<file path="src/rtl/pwr_mode_seq.sv">
module pwr_mode_seq #(
  parameter int NPERIPH = 8,
  localparam int NMODES = 7,
  localparam int CFG_W = 7,
  localparam int MODE_W = 4
) (
  input  logic                        clk,
  input  logic                        rst_n,
  input  logic                        req_valid,
  input  logic [MODE_W-1:0]           req_mode,
  input  logic [NMODES*CFG_W-1:0]     mode_cfg,
  input  logic [NMODES*NPERIPH-1:0]   periph_mask,
  input  logic [NPERIPH-1:0]          periph_ctl,
  input  logic                        cflash_rdy,
  input  logic                        dflash_rdy,
  input  logic                        cpu_wake_ack,
  input  logic                        irc_stable,
  output logic [1:0]                  cflash_pwr_req,
  output logic [1:0]                  dflash_pwr_req,
  output logic                        cflash_wake,
  output logic                        dflash_wake,
  output logic [1:0]                  cflash_stat,
  output logic [1:0]                  dflash_stat,
  output logic                        pad_oe,
  output logic                        pad_drv_en,
  output logic [NPERIPH-1:0]          periph_clk_en,
  output logic                        cpu_clk_en,
  output logic                        mem_clk_en,
  output logic                        cpu_wake_req,
  output logic [1:0]                  sys_clk_sel,
  output logic                        busy,
  output logic                        done,
  output logic [MODE_W-1:0]           cur_mode
);
  localparam logic [1:0] FL_NORMAL = 2'b11;
  localparam logic [1:0] CLK_RC = 2'b00;
  localparam logic [MODE_W-1:0] M_HALT = MODE_W'(5);
  localparam logic [MODE_W-1:0] M_STOP = MODE_W'(6);

  typedef enum logic [2:0] {
    S_IDLE, S_FLASH, S_PADS, S_PERI, S_CORE, S_WAKE, S_CLK
  } seq_state_t;

  seq_state_t          st;
  logic [MODE_W-1:0]   tgt;
  logic [CFG_W-1:0]    tcfg;
  logic [CFG_W-1:0]    rcfg;
  logic [NPERIPH-1:0]  tmask;
  logic                accept, cur_lp, tgt_lp, tgt_run, clk_ok;

  always_comb begin
    rcfg = '0;
    tmask = '0;
    for (int i = 0; i < NMODES; i++) begin
      if (req_mode == MODE_W'(i)) rcfg = mode_cfg[i*CFG_W +: CFG_W];
      if (tgt == MODE_W'(i)) tmask = periph_mask[i*NPERIPH +: NPERIPH];
    end
  end

  assign accept  = (st == S_IDLE) && req_valid && (req_mode < MODE_W'(NMODES));
  assign busy    = (st != S_IDLE);
  assign cur_lp  = (cur_mode == M_HALT) || (cur_mode == M_STOP);
  assign tgt_lp  = (tgt == M_HALT) || (tgt == M_STOP);
  assign tgt_run = (tgt >= MODE_W'(1)) && (tgt <= MODE_W'(4));
  assign clk_ok  = (tcfg[6:5] == sys_clk_sel) || (tcfg[6:5] != CLK_RC) || irc_stable;

  always_ff @(posedge clk or negedge rst_n) begin
    if (!rst_n) begin
      st <= S_IDLE;
      tgt <= '0;
      tcfg <= '0;
      cur_mode <= '0;
      cflash_pwr_req <= FL_NORMAL;
      dflash_pwr_req <= FL_NORMAL;
      cflash_stat <= FL_NORMAL;
      dflash_stat <= FL_NORMAL;
      cflash_wake <= 1'b0;
      dflash_wake <= 1'b0;
      pad_oe <= 1'b1;
      pad_drv_en <= 1'b1;
      periph_clk_en <= '0;
      cpu_clk_en <= 1'b1;
      mem_clk_en <= 1'b1;
      cpu_wake_req <= 1'b0;
      sys_clk_sel <= CLK_RC;
      done <= 1'b0;
    end else begin
      done <= 1'b0;
      case (st)
        S_IDLE: if (accept) begin
          tgt <= req_mode;
          tcfg <= rcfg;
          cflash_pwr_req <= rcfg[1:0];
          dflash_pwr_req <= rcfg[3:2];
          cflash_wake <= (cflash_pwr_req != FL_NORMAL) && (rcfg[1:0] == FL_NORMAL);
          dflash_wake <= (dflash_pwr_req != FL_NORMAL) && (rcfg[3:2] == FL_NORMAL);
          if (rcfg[1:0] != FL_NORMAL) cflash_stat <= rcfg[1:0];
          if (rcfg[3:2] != FL_NORMAL) dflash_stat <= rcfg[3:2];
          st <= S_FLASH;
        end
        S_FLASH: begin
          if (cflash_wake && cflash_rdy) begin
            cflash_wake <= 1'b0;
            cflash_stat <= FL_NORMAL;
          end
          if (dflash_wake && dflash_rdy) begin
            dflash_wake <= 1'b0;
            dflash_stat <= FL_NORMAL;
          end
          if ((!cflash_wake || cflash_rdy) && (!dflash_wake || dflash_rdy)) st <= S_PADS;
        end
        S_PADS: begin
          pad_oe <= !tcfg[4];
          pad_drv_en <= !tcfg[4];
          st <= S_PERI;
        end
        S_PERI: begin
          periph_clk_en <= tmask & periph_ctl;
          st <= S_CORE;
        end
        S_CORE: begin
          if (cur_lp && tgt_run) begin
            cpu_clk_en <= 1'b1;
            mem_clk_en <= 1'b1;
            st <= S_WAKE;
          end else begin
            if (tgt_lp) begin
              cpu_clk_en <= 1'b0;
              mem_clk_en <= 1'b0;
            end
            st <= S_CLK;
          end
        end
        S_WAKE: begin
          if (!cpu_wake_req) cpu_wake_req <= 1'b1;
          else if (cpu_wake_ack) begin
            cpu_wake_req <= 1'b0;
            st <= S_CLK;
          end
        end
        S_CLK: if (clk_ok) begin
          sys_clk_sel <= tcfg[6:5];
          cur_mode <= tgt;
          done <= 1'b1;
          st <= S_IDLE;
        end
        default: st <= S_IDLE;
      endcase
    end
  end
endmodule

</file>
<file path="config.mk">
export PLATFORM = sky130hd
export DESIGN_NAME = pwr_mode_seq
export DESIGN_NICKNAME = d
export VERILOG_FILES = /design/src/rtl/pwr_mode_seq.sv
export SDC_FILE = /design/constraint.sdc
export NUM_CORES = 1
export LEC_CHECK = 0
export ABC_AREA = 1
export BUFFER_PORTS_ARGS = -buffer_cell sky130_fd_sc_hd__buf_2
export CAP_MARGIN = 30
export CORE_ASPECT_RATIO = 1.4
export CORE_UTILIZATION = 40
export DETAILED_ROUTE_END_ITERATION = 10
export PLACE_DENSITY = 0.89
export SLEW_MARGIN = 15
export SYNTH_ARGS = -nofsm -noshare
export SYNTH_HDL_FRONTEND = slang
export SYNTH_SLANG_ARGS = --single-unit
</file>
<file path="constraint.sdc">
create_clock -name clk -period 1.65 [get_ports clk]
set_clock_uncertainty 0.1 [all_clocks]
set_input_delay 0.2475 -clock clk [delete_from_list [all_inputs] [get_ports clk]]
set_output_delay 0.2475 -clock clk [all_outputs]
set_load 0.02 [all_outputs]
</file>
Yosys cells after proc, flatten, opt, wreduce, memory -nomap -nowiden
Index checks and enable logic that the tools add are counted.
Storage, ports and cells
  flip-flop bits (word level): 42
Operators by class
  $lt $le $gt $ge: 3
  eq/ne operators: 36
  bitwise operators: 1
  muxes and demuxes: 41
  reductions and logical operators: 33
Operators by type and width (number)
  8-bit two-way mux: 7
  7-bit two-way mux: 7
  4-bit by 3-bit == test with 1-bit output, second input constant: 8
  2-bit != test, second input constant: 11
  3-bit case mux with 7 select lines: 1
  4-bit by 2-bit == test with 1-bit output, second input constant: 4
  3-bit two-way mux: 5
  2-bit two-way mux: 7
  1-bit two-way mux: 10
  3-bit == test, second input constant: 3
  1-bit logical AND: 9
  8-bit bitwise AND: 1
  4-bit by 1-bit == test with 1-bit output, second input constant: 2
  4-bit logical NOT: 2
  2-bit case mux with 2 select lines: 2
  4-bit AND reduction: 2
  3-bit by 2-bit == test with 1-bit output, second input constant: 2
  1-bit logical OR: 6
  2-bit AND reduction: 3
  3-bit AND reduction: 2
  2-bit nonzero test: 3
  5-bit AND reduction: 1
  2-bit == test, second input constant: 2
  4-bit by 1-bit >= comparator with 1-bit output, second input constant: 1
  other kinds (9): 13

Depth between registers and ports, before layout
Gate-level depths: netlist of the first run.
  depth after elaboration: 12
  mapped depth: 13
  mapped depth without buffers: 12

Least setup slack after synthesis of the first run
No wires, ideal clock.
  path kind: reg2reg
  start: register st[0]
  end: register st[1]
  cell stages (with the launch flop): 11
  library setup time: 0.066 ns
  data required time: 1.484 ns
  arrival time: 1.442 ns
  period minus slack after synthesis: 1.609 ns
  setup slack: 0.041 ns
  path buffers: 1
  path through: dfrtp_1 > inv_1 > nand2_1 > nor2_4 > nand2_1 > nor2_2 > inv_1 > buf_2 > a21oi_1 > nand2_1 > nand2_1
On the way
  cells in the longest elaborated chain, start to end: 5
  elaborated cells on any way between the ends: 16
  those cells by class: 11 x eq/ne; 1 x mux; 4 x reduce/logical
Ends and longest elaborated chain
  start, declared: RTL line 44  | seq_state_t st;
  start signal, assigned: RTL line 69  | st <= S_IDLE;
  start signal, assigned: RTL line 99  | st <= S_FLASH;
  start signal, assigned: RTL line 110  | if ((!cflash_wake || cflash_rdy) && (!dflash_wake || dflash_rdy)) st <= S_PADS;
  3-bit logical NOT: RTL line 60, 89
  1-bit logical AND (2 in series): RTL line 60  | assign accept = (st == S_IDLE) && req_valid && (req_mode < MODE_W'(NMODES));
  2-bit != test (no source line)
  5-bit AND reduction (no source line)
Several ways; a longest one is shown, not always the timed one.
A chain may end at the register's enable or synchronous reset.

Worst setup path in the final report of the first run
  start: register tgt[1]
  end: register periph_clk_en[5]
On the way
  cells in the longest elaborated chain, start to end: 9
  elaborated cells on any way between the ends: 15
  those cells by class: 6 x eq/ne; 7 x mux; 1 x bitwise; 1 x reduce/logical
Ends and longest elaborated chain
  start, declared: RTL line 45  | logic [MODE_W-1:0] tgt;
  start signal, assigned: RTL line 91  | tgt <= req_mode;
  4-bit logical NOT: RTL line 56  | if (tgt == MODE_W'(i)) tmask = periph_mask[i*NPERIPH +: NPERIPH];
  8-bit two-way mux (6 in series): RTL line 56
  8-bit two-way mux *: RTL line 56
  8-bit bitwise AND *: RTL line 118  | periph_clk_en <= tmask & periph_ctl;
  end signal, assigned: RTL line 118
  end, declared: RTL line 26  | output logic [NPERIPH-1:0] periph_clk_en,
Every way passes the cells marked *; elsewhere a longest branch is shown, timed or not.

==> results of run 1 <==
synth_stat cells (all sizes together) (2+ instances only):
library cell and n:
buf 6, o22ai 2, nand2 157, nor2 32, clkbuf 3, a221oi 2, nand3 44, dfrtp 28
a21oi 12, o21ai 31, dfstp 10, nor3 9, a22o 2, nand4 10, o211ai 2, inv 41
or2 6
worst min-delay path by stage:
stage | startpoint | endpoint | slack (ns) | cells past startpoint
after floorplan | rst_n | cflash_wake | -0.15 | 0
after global placement | rst_n | periph_clk_en[7] | -0.01 | 1
after detailed placement | rst_n | periph_clk_en[7] | -0.007 | 1
after CTS | periph_ctl[2] | periph_clk_en[2] | 0.11 | 3
after global routing | periph_ctl[2] | periph_clk_en[2] | 0.13 | 3
final | periph_ctl[2] | periph_clk_en[2] | 0.12 | 3
power groups by stage:
| stage | registers, mW | logic (mW) | clock network, mW |
|---|---|---|---|
| 2_1_floorplan | 2.02 | 1.54 | 0 |
| 3_3_place_gp | 1.67 | 3.02 | 0 |
| 3_5_place_dp | 1.69 | 3.09 | 0 |
| 4_1_cts | 1.67 | 3.19 | 0.680 |
| 5_1_grt | 1.75 | 4.17 | 0.711 |
| 6_report | 1.69 | 3.83 | 0.658 |
worst max-delay path, stage by stage, from the launching register on:
cell	delay, ns
sky130_fd_sc_hd__dfrtp_1	0.40
sky130_fd_sc_hd__inv_2	0.11
sky130_fd_sc_hd__nor2_2	0.05
sky130_fd_sc_hd__nand2_2	0.15
sky130_fd_sc_hd__inv_4	0.08
sky130_fd_sc_hd__nand2_1	0.08
sky130_fd_sc_hd__nand3_1	0.09
sky130_fd_sc_hd__a21oi_1	0.16
sky130_fd_sc_hd__nand3_1	0.13
sky130_fd_sc_hd__a22o_1	0.21
stage by stage:
step                area, um^2  hold WS [ns]  utilization (%)
CTS                       3780        0.1137            60.44
floorplan                 2603       -0.1481                -
finish                    4018        0.1182            64.25
global placement          3647      -0.01031            58.32
detailed placement        3647     -0.006683            58.32
global route              4018        0.1263            64.25
sequential cells by signal, indices dropped and copies added (netlist names), 3 cells and up:
register	flops
st	3
periph_clk_en	8
cur_mode	4
tcfg	3
tgt	4
per-layer routing:
| metal | wire (um) | up-vias | share of wire, % |
|---|---|---|---|
| li1 | - | 1693 | - |
| met1 | 3135 | 1545 | 34 |
| met2 | 4986 | 185 | 55 |
| met3 | 596 | 33 | 6.5 |
| met4 | 411 | 0 | 4.5 |
| met5 | 0 | - | 0 |
cell families (layout without fill, tap and decap cells):
| logic type | count (synthesis) | count (layout) | share of synthesized area, % |
|---|---|---|---|
| and+or+nand+nor | 261 | 261 | 44.09 |
| AOI/OAI and AO/OA | 51 | 51 | 10.67 |
| buffers and inverters | 50 | 249 | 7.884 |
| DFF | 38 | 38 | 37.02 |
| xor gates and xnor gates | 1 | 1 | 0.3366 |
what timing repair did:
| action | CTS | global route |
|---|---|---|
| resized for setup | 10 | 45 |
| endpoints found under the hold margin | 28 | 0 |
| hold buffers | 1 | 0 |
| buffers inserted | 2 | 15 |
| pin swaps | 1 | 12 |
| setup endpoints to repair | 10 | 15 |
layout make-up:
| cell class | count | area [um^2] |
|---|---|---|
| fillers | 546 | 2236 |
| multi-input cells | 313 | 1540 |
| repair buffers | 200 | 1169 |
| flip-flops and latches | 38 | 965.9 |
| inverters | 41 | 161.4 |
| well taps | 72 | 90.09 |
| clock buffers | 7 | 86.33 |
| clock inverters | 1 | 5.005 |
==> PnR_summary.wiki, run 1 <==
{| class="wikitable"
! Metric !! Value
|-
| Cell count after placement || about 650
|-
| Crit. Startpoint || tgt[1]
|-
| Largest net degree at the start of global routing || 35
|-
| Share of the synthesized area in the top cell type || between 20 and 30%
|-
| Netlist area before placement || approximately 0.0026 mm^2
|-
| Final Hold Vio Count || 0
|-
| Combinational share of power || between 60 and 70%
|-
| Wire length of the first global-routing pass || about 14,000 um
|-
| Buffers on Ports || ~150
|-
| Clk pwr share || roughly a tenth
|-
| Met3 track demand over resource || 4.876%
|-
| Grt ovf || 0
|-
| Share of flip-flops with an asynchronous set or reset after synthesis || 100.0%
|-
| Leakage component of the power || 2.265 nW
|-
| Switching portion of total power || between 40% and 50%
|-
| Synthesized net count || approximately 530
|-
| Clock latency on the worst-skew pair || slightly below 0.3 ns
|-
| Failing checks || setup timing
|-
| Worst setup path endpoint || periph_clk_en[5]
|-
| Initial Util || 41.62%
|-
| TritonCTS sink count || 38
|-
| #FFs+latches synth || 38
|-
| Switching power total || about 2.9 mW
|-
| Number of global-route vias before repair || approximately 3,300
|-
| Floorplan die area || between 0.006 and 0.007 mm^2
|-
| Dominant synthesized flop cell || sky130_fd_sc_hd__dfrtp_1
|-
| Number of enable flip-flop cells after synthesis || 0
|-
| Area delta synth->final || 54.37%
|-
| Clock tree from TritonCTS || done
|-
| Critical R2R Launch || tgt[1]
|-
| Num CTS Buffers || 5
|-
| Run status || complete, but fails checks
|-
| Max Fanout on Critical Path || 7
|-
| Post-route worst setup slack || -0.02864 ns
|-
| Highest clock frequency the design can meet || 595.7 MHz
|-
| Category of the most critical setup path || reg2reg
|-
| Final total negative setup slack || -0.02864 ns
|-
| Signal arrival time at the worst endpoint || ~1.8 ns
|-
| Count of placed standard cells in the final layout, fillers left out || 672
|-
| Distinct cell type count of the synthesized netlist || 31
|-
| Worst flop-to-flop path endpoint || periph_clk_en[5]
|-
| Clock tree root buffer cell || sky130_fd_sc_hd__clkbuf_8
|-
| Worst R2R Setup Slack || -0.03 ns
|-
| Die height || between 90 and 100 um
|-
| Total Routed Length || about 9000 um
|-
| Setup repair after global routing missed its margin || yes
|-
| Max-Cap Viols || 0
|-
| Final antenna diode count || 0
|-
| Biggest area consumer among synthesized cells || sky130_fd_sc_hd__dfrtp_1
|-
| Routed length per placed instance || 13.58 um
|-
| Transition time of the tightest slew-check pin || around 0.40 ns
|-
| Post-route DRC violation count || 0
|-
| Post-Place Worst Slack || -0.1228 ns
|-
| Post-layout net count || slightly above 700
|-
| Horizontal die dimension || approximately 70 um
|-
| Global-route usage over all layers || approximately 26%
|-
| Worst endpoint required time || approximately 1.7 ns
|-
| Share of post-route cells with drive strength above 1 || roughly 45%
|-
| Top cells by area in the synthesized netlist || sky130_fd_sc_hd__dfrtp_1 27%, sky130_fd_sc_hd__nand2_1 22%, sky130_fd_sc_hd__dfstp_2 10%
|-
| Count of cells along the worst register-to-register path || 9
|-
| I/O pin count || 155
|-
| Number of iterations in the first detailed-routing pass || 4
|-
| Vias/cell || ~5.1
|-
| Per-instance average area after synthesis || ~6.5 um^2
|-
| IR drop worst, VDD || between 0.6 and 0.7 mV
|-
| Detailed placement HPWL || 7097 um
|-
| Antenna violations before repair || 0
|-
| Maximum buffer depth of the clock tree || 2
|-
| Overall via count from detail_route || roughly 3,500
|-
| Core region area || about 0.0063 mm^2
|-
| Post-layout total power || approximately 6.2 mW
|-
| Setup violation total in the final timing report || 1
|-
| Share of total power in sequential cells || between 20% and 30%
|-
| Synthesized instance count || roughly 400
|-
| Share of the cycle needed by the critical path after routing || 101.7%
|-
| Minimum period implied by the final worst setup slack || 1.679 ns
|-
| Highest-utilization routing layer at the global route stage || met2
|-
| Met1 layer usage reported by global route || approximately a quarter
|-
| Internal power component || approximately 3.3 mW
|-
| Power Dens Cells || between 1500 and 2000 mW/mm^2
|-
| Clock-pin transition on the worst setup and hold timing paths || about 0.07 ns
|-
| Worst hold path class || in2reg
|-
| Placement Rows || 34
|-
| Placer congestion estimate || 0.8708
|-
| Total of warnings raised by yosys || 0
|-
| ANT nets after route || 0
|-
| Sequential cell area fraction in the yosys report || 37.02%
|-
| Number of DRC markers in iteration 0 || 94
|-
| Pins Over Slew Limit || 0
|-
| H-tree lvl count || 2
|-
| Highest-count cells in the layout ignoring fill and taps || 153 x sky130_fd_sc_hd__buf_2, 148 x sky130_fd_sc_hd__nand2_1, 43 x sky130_fd_sc_hd__nand3_1
|-
| Tightest slew margin relative to the limit || ~73%
|-
| Launching element type of the critical path || flip-flop
|-
| Nature of the critical path endpoint || flip-flop
|-
| Most frequent standard cell in the layout excluding fill and tap cells || sky130_fd_sc_hd__buf_2
|-
| Global routing met2 resource utilization || about 50%
|}
Note: power is estimated with default switching activity, not from simulation.
==> run 2, diff against run 1 <==
RECOVER_POWER = 25   (was default)
SKIP_CTS_REPAIR_TIMING = 1   (was default)
==> run 2 against run 1 <==
  * The flow now finishes without violations
  * Clock power shrank 0.6%
  * Sequential share of layout area rose by 0.75 points
  * Combinational power is 7.8% lower
  * Non-clock buffer count fell by 7
  * Die area unchanged
  * Worst hold slack improved by 0.0047 ns
  * Maximum frequency is 2.2% higher
  * Core utilization is 1.9 points lower
  * Critical path type unchanged
  * Highest routed layer unchanged
==> PnR_summary.wiki, run 2 (same netlist as run 1, synthesis figures left out) <==
{| class="wikitable"
! Metric !! Value
|-
| Initial Util || between 40% and 50%
|-
| Hold path cells || 3
|-
| Core region area || between 0.006 and 0.007 mm^2
|-
| Signal arrival time at the worst endpoint || between 1.5 and 2 ns
|-
| Total Routed Length || 8754 um
|-
| Horizontal die dimension || roughly 70 um
|-
| Share of post-route cells with drive strength above 1 || a little over two fifths
|-
| Delay of the slowest critical-path stage || 0.39 ns
|-
| Overall via count from detail_route || 3,422
|-
| Setup repair after global routing missed its margin || yes
|-
| Area delta synth->final || 49.71%
|-
| Antenna violations before repair || 0
|-
| Post-layout net count || a little over 700
|-
| Most prevalent standard cell on the critical path || sky130_fd_sc_hd__nand2_1
|-
| Count of placed standard cells in the final layout, fillers left out || approximately 670
|-
| Worst hold path class || in2reg
|-
| Critical hold path startpoint || periph_ctl[2]
|-
| Global-route usage over all layers || approximately a quarter
|-
| Cell count after placement || between 600 and 700
|-
| Final antenna diode count || 0
|-
| Maximum buffer depth of the clock tree || 2
|-
| Post-route DRC violation count || 0
|-
| Largest net degree at the start of global routing || 35
|-
| Routed length per placed instance || around 13 um
|-
| I/O pin count || around 160
|-
| Setup violation total in the final timing report || 0
|-
| Max-Cap Viols || 0
|-
| Highest-utilization routing layer at the global route stage || met2
|-
| Final total negative setup slack || 0 ns
|-
| IR drop worst, VDD || roughly 0.52 mV
|-
| Met1 layer usage reported by global route || 24.07%
|-
| Floorplan die area || 0.006837 mm^2
|-
| Leakage component of the power || between 2 and 2.5 nW
|-
| Clock-pin transition on the worst setup and hold timing paths || ~0.070 ns
|-
| Vias/cell || slightly above 5
|-
| Largest Register || periph_clk_en
|-
| Number of buffer and inverter stages on the critical path || 3
|-
| Category of the most critical setup path || reg2reg
|-
| Max Fanout on Critical Path || 8
|-
| Max reg flops || 8
|-
| Largest registers ranked by flip-flop count || periph_clk_en x8, cur_mode x4, tgt x4
|-
| Final Hold Vio Count || 0
|-
| Number of DRC markers in iteration 0 || approximately 110
|-
| Met3 track demand over resource || approximately 5.0%
|-
| Post-layout total power || 5.868 mW
|-
| Placer congestion estimate || just under 0.9
|-
| Wire length of the first global-routing pass || 13,940 um
|-
| Power Dens Cells || ~1500 mW/mm^2
|-
| Transition time of the tightest slew-check pin || about 0.47 ns
|-
| Clock tree from TritonCTS || done
|-
| Worst flop-to-flop path endpoint || periph_clk_en[0]
|-
| Worst R2R Setup Slack || between 0.007 and 0.008 ns
|-
| Critical R2R Launch || tgt[0]
|-
| Highest-count cells in the layout ignoring fill and taps || 152 x sky130_fd_sc_hd__buf_2, 149 x sky130_fd_sc_hd__nand2_1, 43 x sky130_fd_sc_hd__nand3_1
|-
| Worst endpoint required time || around 1.7 ns
|-
| Num CTS Buffers || 5
|-
| TritonCTS sink count || 38
|-
| Clock tree root buffer cell || sky130_fd_sc_hd__clkbuf_8
|-
| Placement Rows || 34
|-
| Launching element type of the critical path || flip-flop
|-
| Minimum period implied by the final worst setup slack || 1.643 ns
|-
| WHS Endpoint || periph_clk_en[2]
|-
| ANT nets after route || 0
|-
| H-tree lvl count || 2
|-
| Global routing met2 resource utilization || roughly half
|-
| Die height || between 90 and 100 um
|-
| Buffers on Ports || 154
|-
| Run status || complete, no violations
|-
| Tightest slew margin relative to the limit || between 60 and 70%
|-
| Number of iterations in the first detailed-routing pass || 4
|-
| Share of the cycle needed by the critical path after routing || around 100%
|-
| Crit-path leading delay family || simple AND/OR/NAND/NOR gates
|-
| Grt ovf || 0
|-
| Highest clock frequency the design can meet || 608.8 MHz
|-
| Most frequent standard cell in the layout excluding fill and tap cells || sky130_fd_sc_hd__buf_2
|-
| Count of cells along the worst register-to-register path || 11
|-
| Critical-path cell list || inv_2 > nand2_2 > buf_4 > nor2_1 > buf_4 > a21oi_2 > nand3_2 > o21ai_1 > nand2_1 > nand2_1 > nand2_1
|-
| Number of global-route vias before repair || 3,239
|-
| Pins Over Slew Limit || 0
|-
| Detailed placement HPWL || roughly 7000 um
|-
| Critical-path cell with the highest stage delay || sky130_fd_sc_hd__dfrtp_1
|-
| Nature of the critical path endpoint || flip-flop
|-
| Clock latency on the worst-skew pair || about 0.28 ns
|}
==> run 2: cell types whose count changed in the layout (fill, tap and decap cells not counted), sizes merged <==
| cell | delta |
|---|---|
| buf | -9 |
| clkbuf | +2 |
==> run 2: power breakdown <==
group	internal [mW]	total [mW]	switching [mW]
Combinational	1.42	3.53	2.11
Clock	0.337	0.654	0.317
Sequential	1.40	1.69	0.289
Total	3.15	5.87	2.72
==> run 2: worst min-delay path, delay by kind of cell <==
kind                   cells  cell delay (ns)
AOI/OAI and AO/OA          1             0.05
buffers and inverters      1             0.10
and+or+nand+nor            1             0.07
==> run 2: worst max-delay path by stage <==
| stage | to | from | depth (start not counted) | slack [ns] |
|---|---|---|---|---|
| after CTS | busy | st[0] | 6 | -0.13 |
| after global placement | cflash_stat[1] | req_mode[2] | 11 | -0.04 |
| after floorplan | st[1] | st[0] | 10 | 0.04 |
| final | periph_clk_en[0] | tgt[0] | 11 | 0.007 |
| after global routing | periph_clk_en[6] | tgt[1] | 10 | -0.10 |
| after detailed placement | cflash_stat[1] | req_mode[1] | 13 | -0.12 |
==> run 2: metrics by stage <==
stage | setup WS, ns | hold WS [ns] | cell area (um^2) | utilization [%]
floorplan | 0.04130 | -0.1481 | 2603 | -
global placement | -0.04457 | -0.01031 | 3647 | 58.32
detailed placement | -0.1228 | -0.006683 | 3647 | 58.32
CTS | -0.1292 | -0.3203 | 3739 | 59.78
global route | -0.1013 | 0.1282 | 3896 | 62.30
finish | 0.007345 | 0.1229 | 3896 | 62.30
==> run 2: metal layers <==
metal | vias up | wire length (um)
met4 | 0 | 355
met5 | - | 0
met1 | 1534 | 3004
met2 | 182 | 4783
li1 | 1679 | -
met3 | 27 | 610
==> run 2: layout make-up <==
type                       count  area (um^2)
inverter                      41        158.9
clock buffer                   7        86.33
timing repair buffer         193         1091
tap                           72        90.09
clock inverter                 1        5.005
fill                         561         2357
multi-input combinational    313         1499
sequential                    38        965.9
==> run 3, diff against run 2 <==
BUFFER_PORTS_ARGS = -buffer_cell sky130_fd_sc_hd__buf_4   (was -buffer_cell sky130_fd_sc_hd__buf_2)
==> run 3 against run 2 <==
  * Core utilization grew 7.0 points
  * Final cell count grew 0.30%
  * Clock power is essentially flat
  * Maximum frequency grew 0.32%
  * Register-to-register slack is essentially flat
  * Flip-flop and latch count is the same
  * Wire length grew 4.6%
  * Sequential power is essentially flat
  * Worst hold slack gained 0.0019 ns
  * Critical path type unchanged
  * Critical endpoint is now periph_clk_en[4]
  * Largest cell class unchanged
==> PnR_summary.wiki, run 3 (same netlist as run 1, synthesis figures left out) <==
{| class="wikitable"
! Metric !! Value
|-
| Run status || complete, no violations
|-
| Horizontal die dimension || between 70 and 80 um
|-
| Routed length per placed instance || approximately 14 um
|-
| Most frequent standard cell in the layout excluding fill and tap cells || sky130_fd_sc_hd__buf_4
|-
| Total area of sequential cells || ~960 um^2
|-
| Max-Cap Viols || 0
|-
| Buffers on Ports || around 150
|-
| Initial Util || a little over two fifths
|-
| Launching element type of the critical path || flip-flop
|-
| Worst hold path class || in2reg
|-
| Worst R2R Setup Slack || ~0.013 ns
|-
| Num CTS Buffers || 5
|-
| Post-layout net count || between 700 and 800
|-
| Number of iterations in the first detailed-routing pass || 4
|-
| Count of placed standard cells in the final layout, fillers left out || 667
|-
| Total Routed Length || just over 9000 um
|-
| Signal arrival time at the worst endpoint || 1.71 ns
|-
| Clock-pin transition on the worst setup and hold timing paths || roughly 0.070 ns
|-
| Cell count after placement || 649
|-
| Nature of the critical path endpoint || flip-flop
|-
| Critical-path cell with the highest stage delay || sky130_fd_sc_hd__dfrtp_1
|-
| Minimum period implied by the final worst setup slack || approximately 1.6 ns
|-
| Largest Register || periph_clk_en
|-
| Critical-path cell list || inv_2 > nor2_2 > nand2_2 > inv_4 > a21oi_1 > nand2_1 > o21ai_0 > nand4_1 > a22o_1
|-
| IR drop worst, VDD || ~0.62 mV
|-
| Max Fanout on Critical Path || 7
|-
| Grt ovf || 0
|-
| H-tree lvl count || 2
|-
| Area delta synth->final || 66.44%
|-
| Post-route cell area || 0.004332 mm^2
|-
| Largest net degree at the start of global routing || 39
|-
| TritonCTS sink count || 38
|-
| Number of DRC markers in iteration 0 || 69
|-
| Fill cells || between 500 and 600
|-
| Critical R2R Launch || tgt[1]
|-
| Area of combinational cells with multiple inputs || 0.001543 mm^2
|-
| Clock tree from TritonCTS || done
|-
| Worst endpoint required time || approximately 1.7 ns
|-
| Clock latency on the worst-skew pair || 0.28 ns
|-
| ANT nets after route || 0
|-
| Antenna violations before repair || 0
|-
| Tightest slew margin relative to the limit || 35.34%
|-
| Placement Rows || 34
|-
| Vias/cell || between 5 and 6
|-
| Power Dens Cells || roughly 1400 mW/mm^2
|-
| Highest-count cells in the layout ignoring fill and taps || 187 x sky130_fd_sc_hd__buf_4, 145 x sky130_fd_sc_hd__nand2_1, 43 x sky130_fd_sc_hd__nand3_1
|-
| Leakage component of the power || about 2.3 nW
|-
| Final Hold Vio Count || 0
|-
| Setup violation total in the final timing report || 0
|-
| Largest registers ranked by flip-flop count || periph_clk_en x8, cur_mode x4, tgt x4
|-
| Die height || approximately 97 um
|-
| Post-route DRC violation count || 0
|-
| Share of post-route cells with drive strength above 1 || a little over two fifths
|-
| I/O pin count || 155
|-
| Pins Over Slew Limit || 0
|-
| Cell area after placement || between 0.004 and 0.005 mm^2
|-
| Placer congestion estimate || approximately 0.9
|-
| Core region area || ~0.0063 mm^2
|-
| Setup repair after global routing missed its margin || yes
|-
| Max reg flops || 8
|-
| Floorplan die area || ~0.0068 mm^2
|-
| Share of the cycle needed by the critical path after routing || around 99%
|-
| Critical hold path startpoint || periph_mask[49]
|-
| Detailed placement HPWL || 7442 um
|-
| Category of the most critical setup path || reg2reg
|-
| Global-route usage over all layers || a little over a quarter
|-
| Overall via count from detail_route || around 3,500
|-
| Highest clock frequency the design can meet || about 610 MHz
|-
| Clock tree root buffer cell || sky130_fd_sc_hd__clkbuf_8
|-
| Final total negative setup slack || 0 ns
|-
| Wire length of the first global-routing pass || 14,500 um
|-
| Transition time of the tightest slew-check pin || about 0.97 ns
|-
| Maximum buffer depth of the clock tree || 2
|-
| Delay of the slowest critical-path stage || 0.39 ns
|-
| Final antenna diode count || 0
|-
| Crit. Startpoint || tgt[1]
|-
| Number of global-route vias before repair || 3,510
|}
run 3: per-layer routing:
metal,up-vias,wire [um],global-route usage (%)
li1,1687,-,-
met1,1560,3182,25.80
met2,195,4990,52.96
met3,26,670,4.461
met4,0,317,8.308
met5,-,0,0
run 3: area by class of cell:
| cell class | instances | share of cell area [%] |
|---|---|---|
| clock buffer | 7 | 1.993 |
| clock inverter | 1 | 0.1155 |
| inverter | 41 | 3.668 |
| multi-input combinational | 314 | 35.62 |
| sequential | 38 | 22.27 |
| tap | 72 | 2.080 |
| timing repair buffer | 194 | 34.26 |
run 3: final timing paths:
check	end	cells past startpoint
max in group asynchronous	st[2]	2
worst min register to register	pad_drv_en	1
min in group asynchronous	periph_clk_en[7]	2
worst max-delay path	periph_clk_en[4]	9
worst max register to register	periph_clk_en[4]	9
worst min-delay path	periph_clk_en[1]	3
run 3: per-stage QoR:
stage / utilization, % / power (mW) / hold slack [ns] / worst slack [ns]
final: 69.27 / 6.247 / 0.1248 / 0.01261
after global placement: 64.65 / 4.956 / 0.1372 / -0.02166
after floorplan: - / 3.554 / -0.1481 / 0.04130
after detailed placement: 64.65 / 5.045 / 0.1401 / -0.08497
after global routing: 69.27 / 6.699 / 0.1365 / -0.1024
after CTS: 66.11 / 5.718 / -0.1660 / -0.1015
run 3: power breakdown:
group	internal [mW]	total, mW	switching, mW
Combinational	1.70	3.89	2.19
Clock	0.337	0.657	0.320
Sequential	1.40	1.70	0.304
Total	3.44	6.25	2.81
run 3: worst max-delay path: cells and delay by family (launching register included):
kind	cells	cell delay [ns]
flops	1	0.39
compound gates	3	0.42
buf+inv	2	0.19
simple gates	4	0.43
